[src/rtl/spi_phy_pkg.sv]
package spi_phy_pkg;
  localparam int          BYTE_W    = 8;
  localparam logic [7:0]  FILL_CODE = 8'h4A;
  localparam logic [7:0]  MARK_CODE = 8'h4D;
  localparam logic [7:0]  FLIP_MASK = 8'h20;
endpackage

[src/rtl/spi_phy_shifter.sv]
module spi_phy_shifter #(
  parameter int W           = 8,
  parameter int SYNC_STAGES = 2
) (
  input  logic         clk,
  input  logic         rst,
  input  logic         sclk_i,
  input  logic         cs_n_i,
  input  logic         mosi_i,
  output logic         miso_o,
  output logic         rx_stb_o,
  output logic [W-1:0] rx_byte_o,
  input  logic [W-1:0] tx_byte_i,
  output logic         take_o
);
  localparam int          CW   = $clog2(W);
  localparam logic [CW-1:0] LAST = CW'(W - 1);

  // synchroniser chain, bit order {sclk, cs_n, mosi}
  logic [2:0] sy [SYNC_STAGES];
  logic       sclk_d;
  logic       s_sclk, s_cs, s_mosi, rise, fall;
  logic [W-1:0]  rx_sh, tx_sh;
  logic [CW-1:0] rx_cnt, tx_cnt;

  always_ff @(posedge clk) begin
    if (rst) begin
      for (int i = 0; i < SYNC_STAGES; i++) sy[i] <= 3'b010;
    end else begin
      sy[0] <= {sclk_i, cs_n_i, mosi_i};
      for (int i = 1; i < SYNC_STAGES; i++) sy[i] <= sy[i-1];
    end
  end

  always_comb begin
    s_sclk = sy[SYNC_STAGES-1][2];
    s_cs   = sy[SYNC_STAGES-1][1];
    s_mosi = sy[SYNC_STAGES-1][0];
    rise   = s_sclk && !sclk_d && !s_cs;
    fall   = !s_sclk && sclk_d && !s_cs;
    take_o = rise && (tx_cnt == '0);
  end

  always_ff @(posedge clk) begin
    if (rst) begin
      sclk_d    <= 1'b0;
      rx_sh     <= '0;
      tx_sh     <= '0;
      rx_cnt    <= '0;
      tx_cnt    <= '0;
      miso_o    <= 1'b0;
      rx_stb_o  <= 1'b0;
      rx_byte_o <= '0;
    end else begin
      sclk_d   <= s_sclk;
      rx_stb_o <= 1'b0;
      if (s_cs) begin
        rx_cnt <= '0;
        tx_cnt <= '0;
      end else begin
        if (fall) begin
          rx_sh  <= {rx_sh[W-2:0], s_mosi};
          rx_cnt <= rx_cnt + 1'b1;
          if (rx_cnt == LAST) begin
            rx_stb_o  <= 1'b1;
            rx_byte_o <= {rx_sh[W-2:0], s_mosi};
            rx_cnt    <= '0;
          end
        end
        if (rise) begin
          if (tx_cnt == '0) begin
            miso_o <= tx_byte_i[W-1];
            tx_sh  <= {tx_byte_i[W-2:0], 1'b0};
          end else begin
            miso_o <= tx_sh[W-1];
            tx_sh  <= {tx_sh[W-2:0], 1'b0};
          end
          tx_cnt <= (tx_cnt == LAST) ? '0 : tx_cnt + 1'b1;
        end
      end
    end
  end

  // deselect returns both counters to bit 7 position
  a_r10_cs_clears: assert property (@(posedge clk) disable iff (rst)
    s_cs |=> (rx_cnt == '0 && tx_cnt == '0))
    else $error("a_r10_cs_clears");
endmodule

[src/rtl/spi_phy_rx_clean.sv]
module spi_phy_rx_clean
  import spi_phy_pkg::*;
#(
  parameter int          W    = BYTE_W,
  parameter logic [W-1:0] FILL = FILL_CODE,
  parameter logic [W-1:0] MARK = MARK_CODE,
  parameter logic [W-1:0] FLIP = FLIP_MASK
) (
  input  logic         clk,
  input  logic         rst,
  input  logic         in_stb,
  input  logic [W-1:0] in_byte,
  input  logic         out_ready,
  output logic         out_valid,
  output logic [W-1:0] out_data,
  output logic         err_o
);
  logic         esc_q;
  logic         emit;
  logic [W-1:0] nb;
  logic         live;

  always_comb begin
    live = in_stb && (in_byte != FILL);
    emit = 1'b0;
    nb   = in_byte;
    if (live) begin
      if (esc_q) begin
        if (in_byte != MARK) begin
          emit = 1'b1;
          nb   = in_byte ^ FLIP;
        end
      end else if (in_byte != MARK) begin
        emit = 1'b1;
      end
    end
  end

  always_ff @(posedge clk) begin
    if (rst) begin
      esc_q     <= 1'b0;
      err_o     <= 1'b0;
      out_valid <= 1'b0;
      out_data  <= '0;
    end else begin
      err_o <= 1'b0;
      if (live) begin
        if (esc_q) begin
          esc_q <= 1'b0;
          if (in_byte == MARK) err_o <= 1'b1;
        end else if (in_byte == MARK) begin
          esc_q <= 1'b1;
        end
      end
      if (emit) begin
        out_valid <= 1'b1;
        out_data  <= nb;
      end else if (out_ready) begin
        out_valid <= 1'b0;
      end
    end
  end

  // error is a single-cycle pulse
  a_r5_err_single: assert property (@(posedge clk) disable iff (rst)
    err_o |=> !err_o) else $error("a_r5_err_single");
  // unaccepted byte holds unless replaced
  a_r9_hold: assert property (@(posedge clk) disable iff (rst)
    (out_valid && !out_ready && !emit) |=> (out_valid && $stable(out_data)))
    else $error("a_r9_hold");
  // a filler byte never alters the output byte
  a_r3_fill_silent: assert property (@(posedge clk) disable iff (rst)
    (in_stb && in_byte == FILL) |=> $stable(out_data))
    else $error("a_r3_fill_silent");
endmodule

[src/rtl/spi_phy_tx_stuff.sv]
module spi_phy_tx_stuff
  import spi_phy_pkg::*;
#(
  parameter int          W    = BYTE_W,
  parameter logic [W-1:0] FILL = FILL_CODE,
  parameter logic [W-1:0] MARK = MARK_CODE,
  parameter logic [W-1:0] FLIP = FLIP_MASK
) (
  input  logic         clk,
  input  logic         rst,
  input  logic         up_valid,
  input  logic [W-1:0] up_data,
  output logic         up_ready,
  input  logic         take,
  output logic [W-1:0] out_byte
);
  logic         hold_v, pend_v;
  logic [W-1:0] hold_q, pend_q;
  logic         special, use_hold;

  always_comb begin
    special  = (hold_q == FILL) || (hold_q == MARK);
    use_hold = take && !pend_v && hold_v;
    up_ready = !hold_v || use_hold;
    if (pend_v)      out_byte = pend_q;
    else if (hold_v) out_byte = special ? MARK : hold_q;
    else             out_byte = FILL;
  end

  always_ff @(posedge clk) begin
    if (rst) begin
      hold_v <= 1'b0;
      hold_q <= '0;
      pend_v <= 1'b0;
      pend_q <= '0;
    end else begin
      if (take && pend_v) pend_v <= 1'b0;
      if (use_hold) begin
        hold_v <= 1'b0;
        if (special) begin
          pend_v <= 1'b1;
          pend_q <= hold_q ^ FLIP;
        end
      end
      if (up_valid && up_ready) begin
        hold_v <= 1'b1;
        hold_q <= up_data;
      end
    end
  end

  // second half of an escape pair leaves on the next take
  a_r7_pend_drains: assert property (@(posedge clk) disable iff (rst)
    (take && pend_v) |=> !pend_v) else $error("a_r7_pend_drains");
  // held byte is never lost before the shifter takes it
  a_r8_hold_kept: assert property (@(posedge clk) disable iff (rst)
    (hold_v && !take) |=> (hold_v && $stable(hold_q)))
    else $error("a_r8_hold_kept");
endmodule

[src/rtl/spi_idle_phy.sv]
module spi_idle_phy
  import spi_phy_pkg::*;
#(
  parameter int SYNC_STAGES = 2
) (
  input  logic              clk,
  input  logic              rst,
  input  logic              spi_sclk,
  input  logic              spi_cs_n,
  input  logic              spi_mosi,
  output logic              spi_miso,
  output logic              rx_valid,
  input  logic              rx_ready,
  output logic [BYTE_W-1:0] rx_data,
  output logic              rx_esc_err,
  input  logic              tx_valid,
  output logic              tx_ready,
  input  logic [BYTE_W-1:0] tx_data
);
  logic              raw_stb, take;
  logic [BYTE_W-1:0] raw_byte, next_tx;

  spi_phy_shifter #(.W(BYTE_W), .SYNC_STAGES(SYNC_STAGES)) u_shift (
    .clk(clk), .rst(rst),
    .sclk_i(spi_sclk), .cs_n_i(spi_cs_n), .mosi_i(spi_mosi),
    .miso_o(spi_miso),
    .rx_stb_o(raw_stb), .rx_byte_o(raw_byte),
    .tx_byte_i(next_tx), .take_o(take)
  );

  spi_phy_rx_clean u_rx (
    .clk(clk), .rst(rst),
    .in_stb(raw_stb), .in_byte(raw_byte),
    .out_ready(rx_ready), .out_valid(rx_valid), .out_data(rx_data),
    .err_o(rx_esc_err)
  );

  spi_phy_tx_stuff u_tx (
    .clk(clk), .rst(rst),
    .up_valid(tx_valid), .up_data(tx_data), .up_ready(tx_ready),
    .take(take), .out_byte(next_tx)
  );
endmodule

[config.mk]
export PLATFORM = sky130hd
export DESIGN_NAME = spi_idle_phy
export DESIGN_NICKNAME = d
export VERILOG_FILES = /design/src/rtl/spi_phy_pkg.sv /design/src/rtl/spi_phy_shifter.sv /design/src/rtl/spi_phy_rx_clean.sv /design/src/rtl/spi_phy_tx_stuff.sv /design/src/rtl/spi_idle_phy.sv
export SDC_FILE = /design/constraint.sdc
export NUM_CORES = 1
export LEC_CHECK = 0
export ABC_AREA = 1
export BUFFER_PORTS_ARGS = -buffer_cell sky130_fd_sc_hd__clkbuf_2
export CAP_MARGIN = 20
export CORE_UTILIZATION = 45
export CTS_BUF_LIST = sky130_fd_sc_hd__clkbuf_8
export CTS_CLUSTER_SIZE = 12
export DETAILED_ROUTE_END_ITERATION = 7
export PLACE_DENSITY = 0.7
export SLEW_MARGIN = 20
export SYNTH_ARGS = -nofsm -noshare
export SYNTH_HDL_FRONTEND = slang
export SYNTH_HIERARCHICAL = 1
export SYNTH_SLANG_ARGS = --single-unit
[constraint.sdc]
create_clock -name clk -period 1.72 [get_ports clk]
set_input_delay 0.344 -clock clk [delete_from_list [all_inputs] [get_ports clk]]
set_output_delay 0.344 -clock clk [all_outputs]
set_load 0.005 [all_outputs]
==> metrics <==
status complete, but fails checks; violated checks DRC; register area 0.001324 mm^2; count of flip-flops with a built-in enable after synthesis 0; Synth area leaders dfxtp_1, nand2_1, inv_1; H-tree Lvls 3; Initial Util 0.4740; count of cell types in the netlist 29; number of remaining DRC errors 2; Iteration-0 DRC Markers 108; worst r2r dst u_tx/pend_q[2]; Core Util, Final 0.5418; area of the core 0.006459 mm^2; Worst setup SP type flip-flop; HPWL after detailed placement 3833 um; Worst-Margin Slew 0.4814 ns; Via density 4.476; Total GRT Usage 0.1658; fillers 634; Post-Route WL 5406 um; largest net degree at the start of global routing 17; Synth top area share 0.4315; ys flop type dfxtp_1; Worst-Skew Late Latency 0.35 ns; largest family of logic cells by synthesized area simple AND/OR/NAND/NOR gates; Fmax 596.9 MHz; syn_area_per_cell 7.006 um^2; mapped cell area 0.003062 mm^2; port bufs 26; first-pass GRT wire length 9473 um; share of layout cells above drive strength 1 0.1799; WL/cell 9.741 um; Crit. Startpoint u_shift/tx_cnt[0]; Cell Pwr Density 876.5 mW/mm^2; Worst EP arrival 1.33 ns; Adder-Cell Fraction of Synth Area 0.02043; Die X 84.49 um; initial antenna violation count 0; global route overflow 0; Setup CP Type reg2out; Synth Area in Compound Gates 0.07560; FF-to-FF Start u_shift/tx_cnt[0]; XOR/XNOR share of the synthesized area 0.002861; P_leak 0.001598 uW; area of the multi-input gates 0.001341 mm^2; fin crit share 0.9741; Critical Path End tx_ready; vias in the first global route 2222; Async S/R FF share, synth 0; pre-CTS WS 0.2285 ns; worst vdd ir 473.0 uV; FF-to-FF setup slack 0.22 ns; clock sinks 66; Die H 84.49 um; simple-gate portion of the synthesized area 0.3335; Synth Register Bits 66; Tmin final 1.675 ns; synthesized instance count 437; top-count cell post-synth nand2_1; die area 0.007138 mm^2; TritonCTS Buffers 9; Seq/Total Area, Yosys 0.4315; root buffer cell clkbuf_8; post-route worst setup slack 0.04459 ns; Post-CTS Hold Buffers 0; Critical Path Fanout Max 3; ANT cells 0; R2R depth 11; # IOs 27; post-route ant nets 0; Clock Tree Buf Depth 2; clock slew at reported path FFs 0.07 ns; area delta synth->final 14.30%; Hold Vio Cnt, Final 0; Hold Crit Class in2reg; multiplexer area fraction after synthesis 0; final setup fails 0; Synth top cells by count nand2_1, inv_1, nor2_1, dfxtp_1, a21oi_1; largest area contributor in the netlist dfxtp_1; TritonRoute pass-1 iters 6; Max Cap Violations 0; # nets final 493; Rel. slew slack 0.6787; YS warnings 6; Req. time, crit path 1.38 ns; CTS tree built; Slew Limit Fails 0; via count 2484; row count 29; Setup crit end kind output port; syn nets 457; worst clock skew 0.005589 ns; gp weighted congestion 0.7972
cells by family (layout without fill, tap and decap cells):
kind of cell	count (synthesis)	in the layout
flops	66	66
xor+xnor	1	1
simple gates	224	224
compound gates	43	43
buf+inv	98	139
fa+ha+maj	5	5
layout by cell type, fill, tap and decap left out:
master and count:
ha_1 4, or2_2 3, ha_2 1, a21oi_2 1, nand3_1 10, nand2_2 3, dfxtp_2 2, nand4_1 11
nand3_4 3, nand2_4 5, o22ai_1 1, buf_6 1, o21ai_2 3, bufinv_16 1, o21ai_0 9, clkinvlp_4 3
xnor2_1 1, clkinv_1 1, nor4_2 1, nor2_4 3, nand2_1 114, nor2_1 66, a21oi_1 29, nor2_8 1
nand3_2 1, clkinv_2 1, nor2_2 3, buf_4 9, clkbuf_2 25, inv_1 82, clkinv_4 1, dfxtp_1 64
inv_2 5, clkbuf_8 10
critical path, cell delays in order, from the launching register on:
cell and delay (ns):
dfxtp_2 0.32, inv_1 0.05, ha_2 0.17, nand2_2 0.06
nor2_4 0.15, nand2_4 0.07, nand2_4 0.08, buf_6 0.09
routing by layer:
layer,wire [um],global-route usage,up-vias,part of all wire
li1,-,-,1386,-
met1,2753,0.2021,1064,0.51
met2,2397,0.2683,24,0.44
met3,131,0.03245,10,0.024
met4,123,0.1063,0,0.023
met5,0,0,-,0
area by class of cell:
cell class | count | area share
Inverter | 88 | 0.09439
Clock buffer | 10 | 0.03933
Timing Repair Buffer | 35 | 0.05828
Tap cell | 77 | 0.02753
Clock inverter | 6 | 0.01895
Multi-Input combinational cell | 273 | 0.3833
Sequential cell | 66 | 0.3783
state kept, by name, summed over array words and instances (netlist names):
register	flops
u_shift/sy	6
u_shift/sclk_d	1
u_tx/pend_v	1
u_shift/miso_o	1
u_shift/tx_sh	7
u_tx/hold_q	8
u_shift/rx_byte_o	8
u_rx/esc_q	1
u_shift/tx_cnt	3
u_tx/hold_v	1
u_tx/pend_q	8
u_rx/err_o	1
u_rx/out_valid	1
u_shift/rx_sh	7
u_shift/rx_stb_o	1
u_rx/out_data	8
u_shift/rx_cnt	3
worst min path at each step:
stage / cells after the start / slack (ns) / endpoint / start
2_1_floorplan: 2 / 0.39 / u_shift/sy[0][3] / u_shift/sy[0][0]
3_3_place_gp: 1 / 0.39 / u_shift/sy[0][4] / u_shift/sy[0][1]
3_5_place_dp: 2 / 0.39 / u_shift/sy[0][3] / u_shift/sy[0][0]
4_1_cts: 3 / 0.16 / u_shift/sy[0][0] / spi_mosi
5_1_grt: 3 / 0.18 / u_shift/sy[0][0] / spi_mosi
6_report: 3 / 0.18 / u_shift/sy[0][0] / spi_mosi
per-stage QoR:
step                      setup TNS (ns)  instance area (um^2)  total power (uW)  instances  hold slack (ns)
after floorplan                        0                  3062              1732        437           0.3883
after global placement                 0                  3239              1770        535           0.3910
after detailed placement               0                  3239              1773        535           0.3932
after CTS                              0                  3457              3101        551           0.1619
after global routing            -0.01481                  3500              3189        555           0.1791
final                                  0                  3500              3067        555           0.1757
where the power goes:
group,switching [uW],internal [uW]
logic,110,65.4
registers,15.9,1550
clock network,614,707
timing repair:
action,CTS,global route
setup endpoints to repair,1,1
pin swaps,1,3
resized for setup,4,5
setup buffers,0,4
No activity file was read; power rests on OpenSTA's default activity.
